### src/rtl/ms_pkg.sv
package ms_pkg;
  typedef enum logic [0:0] {
    SQ_IDLE = 1'b0,
    SQ_XFER = 1'b1
  } sq_state_t;
endpackage

### src/rtl/ms_pick.sv
module ms_pick #(
  parameter int NREG = 16,
  localparam int IW = $clog2(NREG)
) (
  input  logic [NREG-1:0] list,
  input  logic [IW:0]     from,
  output logic            found,
  output logic [IW-1:0]   idx
);
  logic [NREG-1:0] cand;

  genvar g;
  generate
    for (g = 0; g < NREG; g++) begin : g_cand
      assign cand[g] = list[g] && ((IW+1)'(g) >= from);
    end
  endgenerate

  always_comb begin
    found = 1'b0;
    idx   = '0;
    for (int i = NREG - 1; i >= 0; i--) begin
      if (cand[i]) begin
        found = 1'b1;
        idx   = IW'(i);
      end
    end
  end
endmodule

### src/rtl/ms_addr.sv
module ms_addr #(
  parameter int NREG = 16,
  parameter int AW = 32,
  parameter int WORD_BYTES = 4,
  localparam int IW = $clog2(NREG)
) (
  input  logic [NREG-1:0] list,
  input  logic [IW-1:0]   reg_idx,
  input  logic [AW-1:0]   base,
  output logic [AW-1:0]   addr
);
  function automatic logic [IW:0] count_below(input logic [NREG-1:0] l,
                                              input logic [IW-1:0] r);
    logic [IW:0] c;
    c = '0;
    for (int i = 0; i < NREG; i++) begin
      if (l[i] && (IW'(i) < r)) c = c + 1'b1;
    end
    return c;
  endfunction

  assign addr = base + AW'(count_below(list, reg_idx)) * AW'(WORD_BYTES);
endmodule

### src/rtl/ms_seq.sv
module ms_seq #(
  parameter int NREG = 16,
  parameter int AW = 32,
  parameter int DW = 32,
  parameter int WORD_BYTES = 4,
  localparam int IW = $clog2(NREG)
) (
  input  logic            clk,
  input  logic            rst_n,
  input  logic            start,
  input  logic [NREG-1:0] reg_list,
  input  logic [AW-1:0]   base_addr,
  input  logic            is_store,
  input  logic            pair_mode,
  input  logic [IW-1:0]   resume_idx,
  input  logic            irq_pending,
  output logic            bus_req,
  output logic [AW-1:0]   bus_addr,
  output logic            bus_we,
  output logic [DW-1:0]   bus_wdata,
  input  logic            bus_ready,
  input  logic [DW-1:0]   bus_rdata,
  output logic [IW-1:0]   rf_raddr,
  input  logic [DW-1:0]   rf_rdata,
  output logic            rf_we,
  output logic [IW-1:0]   rf_waddr,
  output logic [DW-1:0]   rf_wdata,
  output logic            done,
  output logic            suspended,
  output logic [IW-1:0]   cont_idx
);
  import ms_pkg::*;

  sq_state_t       st;
  logic [NREG-1:0] list_q;
  logic [AW-1:0]   base_q;
  logic            store_q, pair_q, second_q;
  logic [IW-1:0]   cur_q;
  logic            done_q, susp_q;
  logic [IW-1:0]   cont_q;

  // named internal events
  logic          accept, xfer_fire, more_left, stop_irq;
  logic          first_found, next_found;
  logic [IW-1:0] first_idx, next_idx;
  logic [IW:0]   first_from, next_from;

  assign first_from = pair_mode ? '0 : {1'b0, resume_idx};
  assign next_from  = {1'b0, cur_q} + 1'b1;

  ms_pick #(.NREG(NREG)) u_first (
    .list(reg_list), .from(first_from), .found(first_found), .idx(first_idx)
  );

  ms_pick #(.NREG(NREG)) u_next (
    .list(list_q), .from(next_from), .found(next_found), .idx(next_idx)
  );

  ms_addr #(.NREG(NREG), .AW(AW), .WORD_BYTES(WORD_BYTES)) u_addr (
    .list(list_q), .reg_idx(cur_q), .base(base_q), .addr(bus_addr)
  );

  assign accept    = (st == SQ_IDLE) && start;
  assign xfer_fire = (st == SQ_XFER) && bus_ready;
  assign more_left = next_found && !(pair_q && second_q);
  assign stop_irq  = xfer_fire && more_left && irq_pending;

  assign bus_req   = (st == SQ_XFER);
  assign bus_we    = store_q;
  assign bus_wdata = rf_rdata;
  assign rf_raddr  = cur_q;
  assign rf_we     = xfer_fire && !store_q;
  assign rf_waddr  = cur_q;
  assign rf_wdata  = bus_rdata;

  assign done      = done_q;
  assign suspended = susp_q;
  assign cont_idx  = cont_q;

  always_ff @(posedge clk or negedge rst_n) begin
    if (!rst_n) begin
      st       <= SQ_IDLE;
      list_q   <= '0;
      base_q   <= '0;
      store_q  <= 1'b0;
      pair_q   <= 1'b0;
      second_q <= 1'b0;
      cur_q    <= '0;
      done_q   <= 1'b0;
      susp_q   <= 1'b0;
      cont_q   <= '0;
    end else begin
      done_q <= 1'b0;
      susp_q <= 1'b0;
      if (accept) begin
        list_q   <= reg_list;
        base_q   <= base_addr;
        store_q  <= is_store;
        pair_q   <= pair_mode;
        second_q <= 1'b0;
        cur_q    <= first_idx;
        cont_q   <= '0;
        if (first_found) st <= SQ_XFER;
        else             done_q <= 1'b1;
      end else if (xfer_fire) begin
        if (!more_left) begin
          st     <= SQ_IDLE;
          done_q <= 1'b1;
        end else if (irq_pending) begin
          st     <= SQ_IDLE;
          susp_q <= 1'b1;
          cont_q <= pair_q ? '0 : next_idx;
        end else begin
          cur_q    <= next_idx;
          second_q <= 1'b1;
        end
      end
    end
  end

  // an open transfer is never cut or altered
  a_r1_hold: assert property (@(posedge clk) disable iff (!rst_n)
    bus_req && !bus_ready |=> bus_req && $stable(bus_addr) && $stable(bus_we));

  // interrupt at a boundary with work left stops the sequence
  a_r4_stop: assert property (@(posedge clk) disable iff (!rst_n)
    stop_irq |=> suspended && !bus_req);

  // a resumable stop never exports the fresh-start index
  a_r4_cont_nz: assert property (@(posedge clk) disable iff (!rst_n)
    suspended && !pair_q |-> cont_idx != '0);

  // an abandoned pair leaves no continuation
  a_r6_pair_cont: assert property (@(posedge clk) disable iff (!rst_n)
    suspended && pair_q |-> cont_idx == '0 && !done);

  // end pulses are exclusive
  a_r7_excl: assert property (@(posedge clk) disable iff (!rst_n)
    !(done && suspended));

  // the final word always ends in done
  a_r10_last: assert property (@(posedge clk) disable iff (!rst_n)
    xfer_fire && !more_left |=> done && !suspended);

  // start while busy leaves the captured operation alone
  a_r8_ignore: assert property (@(posedge clk) disable iff (!rst_n)
    bus_req && start |=> $stable(list_q) && $stable(base_q) && $stable(store_q));
endmodule

### config.mk
export PLATFORM = sky130hd
export DESIGN_NAME = ms_seq
export DESIGN_NICKNAME = d
export VERILOG_FILES = /design/src/rtl/ms_pkg.sv /design/src/rtl/ms_pick.sv /design/src/rtl/ms_addr.sv /design/src/rtl/ms_seq.sv
export SDC_FILE = /design/constraint.sdc
export NUM_CORES = 1
export LEC_CHECK = 0
export BUFFER_PORTS_ARGS = -buffer_cell sky130_fd_sc_hd__buf_2
export CORE_ASPECT_RATIO = 1.4
export CORE_MARGIN = 4
export CORE_UTILIZATION = 30
export CTS_BUF_LIST = sky130_fd_sc_hd__clkbuf_2 sky130_fd_sc_hd__clkbuf_4 sky130_fd_sc_hd__clkbuf_8
export DETAILED_ROUTE_END_ITERATION = 6
export PLACE_DENSITY = 0.51
export RECOVER_POWER = 25
export SYNTH_ARGS = -nofsm -noshare
export SYNTH_HDL_FRONTEND = slang
export SYNTH_SLANG_ARGS = --single-unit
### constraint.sdc
create_clock -name clk -period 15.45 [get_ports clk]
set_input_delay 2.3175 -clock clk [delete_from_list [all_inputs] [get_ports clk]]
set_output_delay 2.3175 -clock clk [all_outputs]
set_load 0.005 [all_outputs]
; Yosys cells after proc, flatten, opt, wreduce, memory -nomap -nowiden
; Index checks and enable logic that the tools add are counted.
[word_totals]
latch_bits = 0
elab_cells = 247
out_inout_bits = 113
memories = 0
reg_bits = 62
in_bits = 123
romBits = 0
ramBits = 0
[classes]
bitwise_logic = 1
addsub = 17
mul = 0
magnitude_cmp = 48
reduce_logical = 61
eq_ne = 3
shifts = 0
muxes = 107
div_mod_pow = 0
[ops]
columns = op, count
row1 = $mux W4, 42
row2 = $mux W5, 15
row3 = $add A5 B1 Y5 const B, 14
row4 = $logic_and A1 B1 Y1, 53
row5 = $mux W1, 50
row6 = $ge A4 B5 Y1 const A, 8
row7 = $add A32 B7 Y32, 1
row8 = $ge A4 B4 Y1 const A, 8
row9 = $lt A4 B4 Y1 const A, 8
row10 = $ge A3 B5 Y1 const A, 4
row11 = $ge A3 B4 Y1 const A, 4
row12 = $lt A3 B4 Y1 const A, 4
row13 = $ge A1 B5 Y1 const A, 2
row14 = $ge A2 B5 Y1 const A, 2
row15 = $reduce_and A3 Y1, 3
row16 = $ge A1 B4 Y1 const A, 2
row17 = $ge A2 B4 Y1 const A, 2
row18 = $lt A1 B4 Y1 const A, 2
row19 = $lt A2 B4 Y1 const A, 2
row20 = $reduce_bool A2 Y1, 3
row21 = $add A4 B1 Y5 const B, 1
row22 = $ne A2 B1 Y1 const B, 2
row23 = $ne A3 B3 Y1 const B, 1
row24 = $add A1 B1 Y2 const B, 1
row25 = 2 further kinds, 3

; Logic depth before layout (Yosys ltp)
[depth]
word_depth = 34
ltp_mapped = 61
depth_no_buf = 58

; By module
; From an unflattened synthesis, not the netlist that was laid out.
[unflattened]
cells_unflattened = 871
hier_area_um2 = 6667.6
[by_module_without_submodules]
columns = mod, area_per_inst_um2, instances, cells_per_inst, seq_area_each_um2
row1 = ms_seq, 3017.9, 1, 345, 1551.5
row2 = ms_addr, 2691.3, 1, 372, 0.0
row3 = ms_pick, 479.2, 2, 77, 0.0

; Worst setup path after synthesis
; No wires, ideal clock.
[synth_path]
path_type = register -> output
from = register cur_q[3], in the netlist rf_raddr[3]
to = output bus_addr[30]
path_slack_ns = 2.861
t_required_ns = 13.133
path_stages_with_launch = 61
n_path_buf = 4
arrival_time_ns = 10.271
cell_sequence = dfrtp_1 -> buf_2 -> buf_2 -> clkbuf_1 -> clkbuf_1 -> or2_2 -> o21ai_0 -> inv_1 -> ha_1 -> xnor2_1 -> ha_1 -> nor2_1 -> nor2_1 -> ha_1 -> o211ai_1 -> o31ai_2 -> ha_1 -> nand3_1 -> (+25 left out) -> o21ai_0 -> ha_1 -> nand2_1 -> xor2_1 -> xnor2_1 -> and3_4 -> o221ai_2 -> xnor2_1 -> mux2i_1 -> xnor2_1 -> ha_1 -> inv_1 -> o21bai_1 -> nand2b_1 -> nor2_1 -> and4_1 -> nand3_1 -> xnor2_1
[synth_via]
elab_chain_len = 34
elab_cells_between_ends = 64
classes_between = add/sub (16) / order compare (16) / mux (16) / reduce/logical (16)
[synth_rtl]
columns = element, line_no
row1 = from (decl), ms_seq.sv:38  ; logic [IW-1:0] cur_q;
row2 = from (signal assigned), ms_seq.sv:101  ; cur_q <= first_idx;
row3 = from (signal assigned), ms_seq.sv:114  ; cur_q <= next_idx;
row4 = $lt A1 B4 Y1, ms_addr.sv:17  ; if (l[i] && (IW'(i) < r)) c = c + 1'b1;
row5 = $logic_and A1 B1 Y1, ms_addr.sv:17
row6 = $mux W1, ms_addr.sv:17
row7 = $add A1 B1 Y2, ms_addr.sv:17
row8 = $mux W5, ms_addr.sv:17
row9 = $add A5 B1 Y5, ms_addr.sv:17
row10 = $mux W5, ms_addr.sv:17
row11 = $add A5 B1 Y5, ms_addr.sv:17
row12 = (+18 left out), n/a
row13 = $mux W5, ms_addr.sv:17
row14 = $add A5 B1 Y5, ms_addr.sv:17
row15 = $mux W5, ms_addr.sv:17
row16 = $add A5 B1 Y5, ms_addr.sv:17
row17 = $mux W5, ms_addr.sv:17
row18 = $add A5 B1 Y5, ms_addr.sv:17
row19 = $mux W5 (*), ms_addr.sv:17
row20 = $add A32 B7 Y32 (*), ms_addr.sv:22  ; assign addr = base + AW'(count_below(list, reg_idx)) * AW'(WORD_BYTES);
row21 = to (decl), ms_seq.sv:18  ; output logic [AW-1:0] bus_addr,
; Mark *: on every way between the ends. The rest lies on a longest branch, timed or not.

; Worst setup path in the final report
[layout_path]
from = register cur_q[2], in the netlist rf_raddr[2]
to = output bus_addr[30]
; Same word-level chain as after synthesis.

==> flow_summary_export.csv <==
group,metric,value,unit
outcome,status,"finished with violations",
outcome,violations,"max-capacitance violations, max-slew violations",
global_route,grt_first_pass_wirelength,27400,um
clock_tree,cts_max_level,3,
clock_tree,path_clk_slew,0.07,ns
drt,dr.pass1.iters,4,
drt,top_layer,"met4",
cells_and_area,multi_input_area,3760,sq um
cells_and_area,drive_gt1_share,17.0,%
yosys,yosysWarnings,0,
yosys,synth_xor_area_share,12.1,%
worst_setup_path,worst_ep_required_time,13.13,ns
worst_setup_path,worst_path_max_delay_cell,"dfrtp_1",
drt,route.detailed.drc,0,
clock_tree,cts_root_buffer,"clkbuf_8",
global_route,antenna_found_initial,0,
cells_and_area,num-nets-final,978,
worst_setup_path,path_depth,58,
floorplan,ios,236,
worst_hold_path,hp-class,"reg2reg",
yosys,avgSynthCellArea,7.46,sq um
yosys,synth_adder_area_share,5.11,%
timing,tightestPinTransition,3.37,ns
yosys,syn-cell-area,6020,sq um
yosys,synthArstFlopShare,100,%
cells_and_area,fillCellCount,2160,
yosys,syn_inst,807,
cells_and_area,syn_to_final_growth,7.07,%
worst_setup_path,crit_top_cell,"ha_1",
worst_setup_path,cp_max_fo,27,
worst_setup_path,slowest_delay,0.46,ns
drt,num_vias,5359,
timing,max_freq,72.7,MHz
drt,wl_met3,709,um
worst_setup_path,worst_ep_arrival_time,11.43,ns
yosys,yosys-mux-area-fraction,1.18,%
drt,ant_nets,0,
job,cap_violations,1,
worst_hold_path,whs_path_depth,2,
yosys,synth_top_family_by_area,"simple AND/OR/NAND/NOR gates",
yosys,synth_area_leaders,"dfrtp_1 (26%), nand2_1 (14%), buf_4 (8.7%)",
cells_and_area,diodes,0,
yosys,yosysUniqueCellTypes,68,
timing,hold_viol_final,0,
clock_tree,cts_setup_buffers,0,
yosys,ys_seq_area_share,25.8,%
global_route,grt_overflow_total,0,
drt,wl_met1,6680,um
floorplan,start_util,30.5,%
yosys,synth_top_cell_by_area,"dfrtp_1",
yosys,ys_ff_latch,62,
yosys,yosys.area_share.simple,27.7,%
yosys,syn-num-nets,954,
clock_tree,cts_buffer_depth,2,
worst_setup_path,r2r_cells,13,
timing,finalSetupViolations,0,
worst_setup_path,startpoint_type,"flop",
timing,fin_skew,0.00931,ns
global_route,grt_start_max_net_pins,63,
yosys,synth-compound-area-share,16.3,%
drt,wl_met2,8840,um
drt,viasPerCell,4.93,
timing,slew_viol_final,63,
timing,rsz0062_at_grt,"no",
yosys,synth_edf_count,0,
place,io_buffers,107,
floorplan,core,19800,sq um
drt,drt_wl_total,17000,um
place,dp_hpwl,13400,um
timing,fin_crit,13.75,ns
place,gp_congestion,0.834,
timing,final.period_utilization,89.0,%
clock_tree,cts_resized,0,
clock_tree,cts_buffers,9,
floorplan,rows,61,
clock_tree,clkSinkCount,62,
worst_setup_path,r2r_slack,11.47,ns
timing,slew_headroom,-124,%
drt,drtIter0Drc,216,
worst_setup_path,cp-end-kind,"primary output",
global_route,grt_pass1_vias,5315,
drt,wire_per_inst,15.6,um
timing,setup-tns-final,0,ns
floorplan,fp.dieH,176,um
yosys,synth-main-ff-cell,"dfrtp_1",
worst_setup_path,critPathKind,"reg2out",
cells_and_area,seqCellArea,1550,sq um
clock_tree,clk_latency,0.33,ns
worst_setup_path,worst-path-buf-inv,6,
floorplan,die_area,22400,sq um
yosys,synth_top_area_share,25.8,%
clock_tree,cts_tree,"built",
global_route,grtUsageTotal,15.1,%
floorplan,die_w,128,um
worst_setup_path,cp_top_family,"adder cells",
clock_tree,hold_buffers,0,
cells_and_area,fin_util,32.6,%
==> cell usage after synthesis (all sizes together), types with 5 or more instances <==
library cell  count
nand3            27
nor2             54
nand2b            7
mux2i             6
dfrtp            62
nand2           221
and2              5
o31ai            11
nor3             11
buf              75
inv              20
a21oi            37
o22ai             5
and3             12
ha               23
clkbuf           24
xnor2            48
o21ai            32
a31oi             8
o21a              6
a21o              6
o211ai            7
xor2             20
nand3b            6
nand4             5
nor2b             9
==> placed cells by master, fill, tap and decap left out, types with 8 or more instances in the layout <==
cell type and n:
nand2_1 221, ha_1 23, a31oi_1 8, o21ai_0 31
o31ai_1 9, nor2_1 53, xnor2_1 44, xor2_1 19
buf_2 106, nor2b_1 9, dfrtp_1 62, inv_1 20
clkbuf_8 12, and3_1 11, nor3_1 11, nand3_1 27
a21oi_1 37
==> path summary, 6_finish.rpt <==
path | to | start
max | bus_addr[30] | rf_raddr[2]
min | base_q[0] | base_q[0]
max reg2reg | rf_raddr[2] | rf_raddr[1]
min reg2reg | base_q[0] | base_q[0]
max in group asynchronous | base_q[13] | rst_n
min in group asynchronous | done | rst_n
==> per-stage QoR <==
stage	worst slack [ns]	area, sq um	hold slack [ns]	instances
floorplan	2.86	6020	0.447	807
global placement	2.34	6280	0.465	1072
detailed placement	2.04	6280	0.463	1072
CTS	1.62	6460	0.484	1086
global route	0.571	6450	0.514	1086
finish	1.70	6450	0.481	1086
==> cell families after synthesis <==
family	Yosys count
AO/OA/AOI/OAI	147
XOR/XNOR	71
adder cells (fa/ha/maj)	24
buffers and inverters	119
flip-flops	62
multiplexers	7
AND/OR/NAND/NOR	377
==> state kept, by name (all words and copies together), names as in the netlist <==
name and cells:
bus_req 1, suspended 1, rf_raddr 4, pair_q 1, bus_we 1, cont_idx 4, done 1, second_q 1
list_q 16, base_q 32
==> layout make-up <==
cell class	instances	share of cell area [%]
clock buffers	13	2.68
clock inverters	1	0.0776
inverters	20	1.16
multi-input cells	626	58.3
flip-flops and latches	62	24.1
well taps	252	4.89
repair buffers	112	8.81
==> worst reg2reg max path, delay by kind of cell, from the launching register on <==
kind                     cells  cell delay, ns
adder cells (fa/ha/maj)      1            0.66
flip-flops                   1            0.67
AO/OA/AOI/OAI                6            1.68
AND/OR/NAND/NOR              6            0.88
==> layer usage <==
layer  up-vias  GRT usage, %
li1       2714             -
met1      2496          17.0
met2        96          27.3
met3        53          2.49
met4         0          7.08
met5         -             0
Power is left out: the tool's default activity adds up to more than one toggle a clock period on the data nets, which glitch-free logic cannot reach.
